### src/rtl/rtc_seq_pkg.sv
package rtc_seq_pkg;

    typedef enum logic [1:0] {
        PH_IDLE = 2'd0,
        PH_LEAD = 2'd1,
        PH_BUSY = 2'd2
    } phase_e;

    typedef struct packed {
        logic uip;
        logic advance;
        logic done;
    } seq_out_t;

    function automatic int unsigned max_u(input int unsigned a, input int unsigned b);
        return (a > b) ? a : b;
    endfunction

    function automatic int unsigned cnt_width(input int unsigned limit);
        return (limit < 2) ? 1 : $clog2(limit);
    endfunction

endpackage

### src/rtl/rtc_prescaler.sv
module rtc_prescaler #(
    parameter int unsigned PRESCALE_W = 15
) (
    input  logic clk,
    input  logic rst,
    input  logic div_reset,
    output logic wrap_o
);
    localparam logic [PRESCALE_W-1:0] LAST = '1;

    logic [PRESCALE_W-1:0] cnt_q;

    always_ff @(posedge clk) begin
        if (rst || div_reset) begin
            cnt_q <= '0;
        end else begin
            cnt_q <= cnt_q + 1'b1;
        end
    end

    assign wrap_o = (cnt_q == LAST) && !div_reset;

    // a held divider leaves the prescaler at zero
    assert_hold_zero_R8: assert property (@(posedge clk) disable iff (rst)
        div_reset |=> (cnt_q == '0));

    // counting resumes from zero and never wraps within one cycle of a clear
    assert_no_early_wrap_R1: assert property (@(posedge clk) disable iff (rst)
        div_reset |=> !wrap_o || div_reset);

endmodule

### src/rtl/rtc_window_fsm.sv
module rtc_window_fsm
    import rtc_seq_pkg::*;
#(
    parameter int unsigned LEAD_CYC = 8,
    parameter int unsigned UPD_CYC  = 65
) (
    input  logic     clk,
    input  logic     rst,
    input  logic     wrap_i,
    input  logic     abort_i,
    output seq_out_t out_o
);
    localparam int unsigned PH_W = cnt_width(max_u(LEAD_CYC, UPD_CYC));
    localparam logic [PH_W-1:0] LEAD_LAST = PH_W'(LEAD_CYC - 1);
    localparam logic [PH_W-1:0] BUSY_LAST = PH_W'(UPD_CYC - 1);

    phase_e          state_q;
    logic [PH_W-1:0] ph_q;
    logic            done_q;

    always_ff @(posedge clk) begin
        if (rst) begin
            state_q <= PH_IDLE;
            ph_q    <= '0;
            done_q  <= 1'b0;
        end else begin
            done_q <= 1'b0;
            if (abort_i) begin
                state_q <= PH_IDLE;
                ph_q    <= '0;
            end else begin
                unique case (state_q)
                    PH_IDLE: begin
                        ph_q <= '0;
                        if (wrap_i) state_q <= PH_LEAD;
                    end
                    PH_LEAD: begin
                        if (ph_q == LEAD_LAST) begin
                            state_q <= PH_BUSY;
                            ph_q    <= '0;
                        end else begin
                            ph_q <= ph_q + 1'b1;
                        end
                    end
                    PH_BUSY: begin
                        if (ph_q == BUSY_LAST) begin
                            state_q <= PH_IDLE;
                            ph_q    <= '0;
                            done_q  <= 1'b1;
                        end else begin
                            ph_q <= ph_q + 1'b1;
                        end
                    end
                    default: begin
                        state_q <= PH_IDLE;
                        ph_q    <= '0;
                    end
                endcase
            end
        end
    end

    always_comb begin
        out_o.uip     = (state_q != PH_IDLE) && !abort_i;
        out_o.advance = (state_q == PH_BUSY) && (ph_q == '0) && !abort_i;
        out_o.done    = done_q;
    end

    // the advance strobe never lasts two cycles
    assert_adv_single_R4: assert property (@(posedge clk) disable iff (rst)
        out_o.advance |=> !out_o.advance);

    // completion pulse only right after a busy interval, with the status low
    assert_done_after_busy_R5: assert property (@(posedge clk) disable iff (rst)
        done_q |-> !out_o.uip && $past(state_q == PH_BUSY));

    // an abort never leads to a completion pulse
    assert_abort_no_done_R6: assert property (@(posedge clk) disable iff (rst)
        abort_i |=> !done_q);

endmodule

### src/rtl/rtc_valid_flag.sv
module rtc_valid_flag (
    input  logic clk,
    input  logic rst,
    input  logic power_fail,
    output logic valid_o
);
    logic valid_q;

    always_ff @(posedge clk) begin
        if (rst) begin
            valid_q <= 1'b1;
        end else if (power_fail) begin
            valid_q <= 1'b0;
        end
    end

    assign valid_o = valid_q;

    // power-fail clears the flag in the next cycle
    assert_pf_clears_R9: assert property (@(posedge clk) disable iff (rst)
        power_fail |=> !valid_q);

    // once cleared, only reset restores it
    assert_valid_sticky_R9: assert property (@(posedge clk) disable iff (rst)
        !valid_q |=> !valid_q);

endmodule

### src/rtl/rtc_update_seq.sv
module rtc_update_seq
    import rtc_seq_pkg::*;
#(
    parameter int unsigned PRESCALE_W = 15,
    parameter int unsigned LEAD_CYC   = 8,
    parameter int unsigned UPD_CYC    = 65
) (
    input  logic clk,
    input  logic rst,
    input  logic set_hold,
    input  logic div_reset,
    input  logic power_fail,
    output logic uip_o,
    output logic advance_o,
    output logic update_done_o,
    output logic valid_o
);
    localparam int unsigned PERIOD = 1 << PRESCALE_W;
    localparam int unsigned WINDOW = LEAD_CYC + UPD_CYC;

    logic     wrap;
    logic     abort;
    seq_out_t seq;

    assign abort = set_hold | div_reset;

    rtc_prescaler #(.PRESCALE_W(PRESCALE_W)) u_prescaler (
        .clk       (clk),
        .rst       (rst),
        .div_reset (div_reset),
        .wrap_o    (wrap)
    );

    rtc_window_fsm #(.LEAD_CYC(LEAD_CYC), .UPD_CYC(UPD_CYC)) u_window (
        .clk     (clk),
        .rst     (rst),
        .wrap_i  (wrap),
        .abort_i (abort),
        .out_o   (seq)
    );

    rtc_valid_flag u_valid (
        .clk        (clk),
        .rst        (rst),
        .power_fail (power_fail),
        .valid_o    (valid_o)
    );

    assign uip_o         = seq.uip;
    assign advance_o     = seq.advance;
    assign update_done_o = seq.done;

    initial begin
        assert_params_R3: assert (LEAD_CYC >= 1 && UPD_CYC >= 1 && WINDOW < PERIOD)
            else $error("window must fit inside one prescaler period");
    end

    // the strobe is always preceded by a status that was already high
    assert_lead_before_adv_R2: assert property (@(posedge clk) disable iff (rst)
        advance_o |-> $past(uip_o));

endmodule

### config.mk
export PLATFORM = sky130hd
export DESIGN_NAME = rtc_update_seq
export DESIGN_NICKNAME = d
export VERILOG_FILES = /design/src/rtl/rtc_seq_pkg.sv /design/src/rtl/rtc_prescaler.sv /design/src/rtl/rtc_window_fsm.sv /design/src/rtl/rtc_valid_flag.sv /design/src/rtl/rtc_update_seq.sv
export SDC_FILE = /design/constraint.sdc
export NUM_CORES = 1
export LEC_CHECK = 0
export BUFFER_PORTS_ARGS = -buffer_cell sky130_fd_sc_hd__buf_2
export CAP_MARGIN = 20
export CORE_ASPECT_RATIO = 0.7
export CORE_UTILIZATION = 60
export DETAILED_ROUTE_END_ITERATION = 7
export PLACE_DENSITY_LB_ADDON = 0.3
export SETUP_SLACK_MARGIN = 0.3
export SKIP_LAST_GASP = 1
export SYNTH_ARGS = -nofsm -noshare
export SYNTH_HDL_FRONTEND = slang
export SYNTH_HIERARCHICAL = 1
export SYNTH_SLANG_ARGS = --single-unit
### constraint.sdc
create_clock -name clk -period 4.9 [get_ports clk]
set_input_delay 0.735 -clock clk [delete_from_list [all_inputs] [get_ports clk]]
set_output_delay 0.735 -clock clk [all_outputs]
set_load 0.02 [all_outputs]
---- Word-level counts from Yosys, hierarchy flattened ----
Cells that the tools add are included.
word-level totals
  output and inout bits ................... 4
  flip-flop bits (word level) ............. 26
cells by class
  bitwise gates (word level) .............. 2
  equality and inequality tests ........... 8
  reductions and logical operators ........ 13
  $add $sub $neg .......................... 2
  multiplexer cells ....................... 8
operator list
  operator               number
  $add 15x1->15 const B  1
  $eq 15x15->1 const B   1
  $mux 7                 2
  $pmux 7 s2             1
  $add 7x1->7 const B    1
  $eq 7x3->1 const B     1
  $eq 7x7->1 const B     1
  $logic_not 7->1        1
  $mux 2                 3
  $pmux 2 s3             1
  $logic_and 1x1->1      4
  $ne 2x1->1 const B     2
  $reduce_and 3->1       1
  $reduce_or 3->1        1
  $eq 2x1->1 const B     1
  $eq 2x2->1 const B     1
  $logic_not 1->1        2
  $logic_not 2->1        1
  $ne 2x2->1 const B     1
  $reduce_bool 2->1      1
  $reduce_or 2->1        1
  $logic_or 1x1->1       1
  $mux 1                 1
  $not 1->1              1
  $or 1x1->1             1

---- Depth between registers and ports, before layout ----
  depth after elaboration ................. 4
  mapped depth ............................ 8
  depth with buffers taken out ............ 8

---- Cells and area by module ----
The synthesis kept the hierarchy.
by module, submodules not included
  module          times used  cells each  area an instance (µm²)
  rtc_prescaler   1           75          674.4
  rtc_window_fsm  1           63          551.8
  rtc_valid_flag  1           3           31.3
  rtc_update_seq  1           1           6.3

---- Least setup slack after synthesis ----
Ideal clock, no wire load.
  path kind ............................... register -> output
  start point ............................. register u_window.ph_q[3]
  end point ............................... output advance_o
  arrival time ............................ 1.573 ns
  stages on the path, launching flop included .. 4
  path slack .............................. 2.592 ns
  cells stage by stage .................... dfxtp_1 -> or3_4 -> or3_1 -> nor3_1
between the ends
  word-level cells in the longest chain between the ends .. 3
ends and longest elaborated chain
  what                            RTL line              text
  start: declaration              rtc_window_fsm.sv:18  logic [PH_W-1:0] ph_q;
  start signal: assignment        rtc_window_fsm.sv:42  ph_q <= ph_q + 1'b1;
  start signal: assignment        rtc_window_fsm.sv:51  ph_q <= ph_q + 1'b1;
  $logic_not 7->1                 rtc_window_fsm.sv:65  out_o.advance = (state_q == PH_BUSY) && (ph_q == '0) && !abort_i;
  $logic_and 1x1->1 (2 in a row)  rtc_window_fsm.sv:65
  end: declaration                rtc_update_seq.sv:14  output logic advance_o,
Every way passes these cells.

---- Worst setup path in the final report ----
Same ends and word-level chain as after synthesis.

==> impl_metrics.json <==
{
  "outcome": "finished with violations",
  "violations": "design-rule violations",
  "post_drt_wl_per_cell_um": 13.3,
  "clock_sinks": 26,
  "die_h_um": 40.4,
  "syn_nets": 153,
  "gp_congestion": 0.787,
  "rsz0062_at_grt": "false",
  "syn_area_per_cell_um2": 8.90,
  "nets": 163,
  "drt-initial-drc-count": 35,
  "globalRouteTotalUtil_pct": 22.6,
  "p_per_area_mw_per_mm2": 245,
  "criticalPathCategory": "reg2out",
  "ctsResizeCount": 0,
  "muxShareOfSynthArea_pct": 1.58,
  "synth_area_mm2": 0.00126,
  "yosysSeqAreaShare_pct": 41.2,
  "grt_pass1_wl_um": 3750,
  "antenna_found_initial": 0,
  "min_period_over_period_pct": 51.6,
  "synth-xor-area-share_pct": 4.85,
  "vias": 1020,
  "ant_nets": 0,
  "die_area_mm2": 0.00230,
  "setup_viol": 0,
  "fin_crit_ps": 2530,
  "clk_pin_slew_ps": 130,
  "required_ps": 4160,
  "num_rows": 13,
  "max_freq_mhz": 396,
  "slew_violations": 0,
  "cts_buffers": 3,
  "utilization_pct": 70.1,
  "start_util_pct": 65.8,
  "drv_cap": 0,
  "irDropWorstVdd_mv": 0.233,
  "finalInstanceArea_mm2": 0.00135,
  "tightest_slew_ps": 405,
  "drive_above_1_share_pct": 13.2,
  "yosys_warnings": 6,
  "p_leak_nw": 0.460,
  "core-area_mm2": 0.00192,
  "synth_cell_type_count": 36,
  "via_per_inst": 5.90,
  "drc_errors": 2,
  "hold_violations": 0,
  "root_buffer": "clkbuf_4",
  "synth-main-ff-cell": "dfxtp_1",
  "synth_compound_area_share_pct": 14.7,
  "start_kind": "flip-flop",
  "totalWireLength_um": 2300,
  "end_kind": "output port",
  "clockBufferDepth": 2,
  "post_cts_buffers": 0,
  "cp_max_fo": 5,
  "synth_simple_gate_area_share_pct": 27.3,
  "clock_skew_ps": 3.08,
  "synth_fa_ha_area_share_pct": 5.94,
  "antenna_cells": 0,
  "hpwl_um": 1760,
  "postCtsHoldBufs": 0,
  "cts_tree": "done",
  "slew_headroom_pct": 72.8,
  "fin_cells": 173,
  "syn_inst": 142,
  "first_pass_iters": 6,
  "synth_edf_count": 0,
  "placedCellCount": 169,
  "placed_cell_area_mm2": 0.00131,
  "die_w_um": 56.9,
  "port-buffer-count": 8,
  "ios": 9,
  "holdCritPathClass": "reg2reg",
  "area_growth_pct": 6.44,
  "grt_max_degree": 15,
  "synth_seq_cells": 26,
  "p_total_mw": 0.330,
  "cts_max_level": 1,
  "grt_pass1_vias": 876,
  "synth_top_family_by_area": "simple AND/OR/NAND/NOR gates",
  "gr-total-overflow": 0,
  "cp.arrival_ps": 1790,
  "clk_latency_ps": 320,
  "n_fill_cell": 154,
  "ys_async_sr_fraction_pct": 0,
  "setup_tns_ps": 0
}
[placed cells by master (no fill, tap or decap), types with 5 or more instances in the layout]
master,count
dfxtp_1,26
a21oi_1,8
nand2_1,13
ha_1,6
inv_1,9
buf_2,8
nor2_1,17
nand3_1,5
or3_1,6
[logic make-up (layout without fill, tap and decap cells)]
kind of cell	after synthesis	after routing
XOR/XNOR	7	7
AO/OA/AOI/OAI	24	24
flip-flops	26	26
multiplexers	2	2
AND/OR/NAND/NOR	65	65
adder cells (fa/ha/maj)	6	6
buffers and inverters	12	21
[power by group]
| part | leakage [nW] | total [mW] | internal, mW | switching (mW) |
|---|---|---|---|---|
| Clock | 0.0210 | 0.107 | 0.0455 | 0.0611 |
| Sequential | 0.210 | 0.214 | 0.213 | 0.00113 |
| Combinational | 0.229 | 0.00953 | 0.00370 | 0.00583 |
[flip-flops by register name (all words and copies together) (netlist names)]
name and cells:
u_prescaler/cnt_q 15, u_valid/valid_o 1, u_window/ph_q 7, u_window/state_q 2, u_window/done_q 1
[cell usage after synthesis (2+ instances only)]
cell | number | share of area [%]
nor4_1 | 3 | 1.5
xnor2_1 | 3 | 2.1
a21oi_1 | 8 | 3.2
and3_1 | 2 | 0.99
nor3_1 | 2 | 0.79
o21ai_0 | 3 | 1.2
inv_1 | 9 | 2.7
nor2_1 | 17 | 5.0
o31ai_4 | 2 | 3.4
xor2_1 | 4 | 2.8
nand4_1 | 3 | 1.5
ha_1 | 6 | 5.9
nand2b_1 | 2 | 0.99
o31ai_1 | 4 | 2.4
and2_1 | 2 | 0.99
nand3_1 | 5 | 2.0
mux2i_1 | 2 | 1.6
nand2_1 | 13 | 3.9
or3_1 | 6 | 3.0
o21a_1 | 2 | 1.2
or4_1 | 4 | 2.4
dfxtp_1 | 26 | 41
[critical path, cell delays in order, from the launching register on]
cell and delay [ps]:
dfxtp_1 370, or3_4 420, or3_1 380, nor3_1 120, buf_2 180
[metal layers]
metal  part of all wire (%)  GRT usage, %  vias up
li1                       -             -      514
met1                     49          25.7      486
met2                     47          41.4       15
met3                    3.2          8.39        5
met4                   0.83          6.71        0
met5                      0             0        -
[path summary, 6_finish.rpt]
kind | slack [ps] | to | startpoint | cells after the start
max reg2reg | 2920 | u_window/state_q[1]$_SDFFE_PP0P_ | u_prescaler/cnt_q[0]$_SDFF_PP0_ | 8
min | 480 | u_window/ph_q[0]$_SDFF_PP0_ | u_window/ph_q[0]$_SDFF_PP0_ | 1
min reg2reg | 480 | u_window/ph_q[0]$_SDFF_PP0_ | u_window/ph_q[0]$_SDFF_PP0_ | 1
max | 2370 | advance_o | u_window/ph_q[3]$_SDFF_PP0_ | 4
[stage by stage]
stage | worst slack [ps] | hold WS, ps
final | 2370 | 481
after global routing | 2270 | 503
after CTS | 2350 | 485
after detailed placement | 2690 | 446
after global placement | 2710 | 429
after floorplan | 2590 | 430
[layout make-up]
class                           count  area [um2]  area share (%)
Timing Repair Buffer                8        40.0            2.98
Clock buffer                        4        36.3            2.70
Inverter                            9        33.8            2.51
Multi-Input combinational cell    104         687            51.1
Tap cell                           22        27.5            2.05
Sequential cell                    26         520            38.7
(Power assumes the default switching activity.)
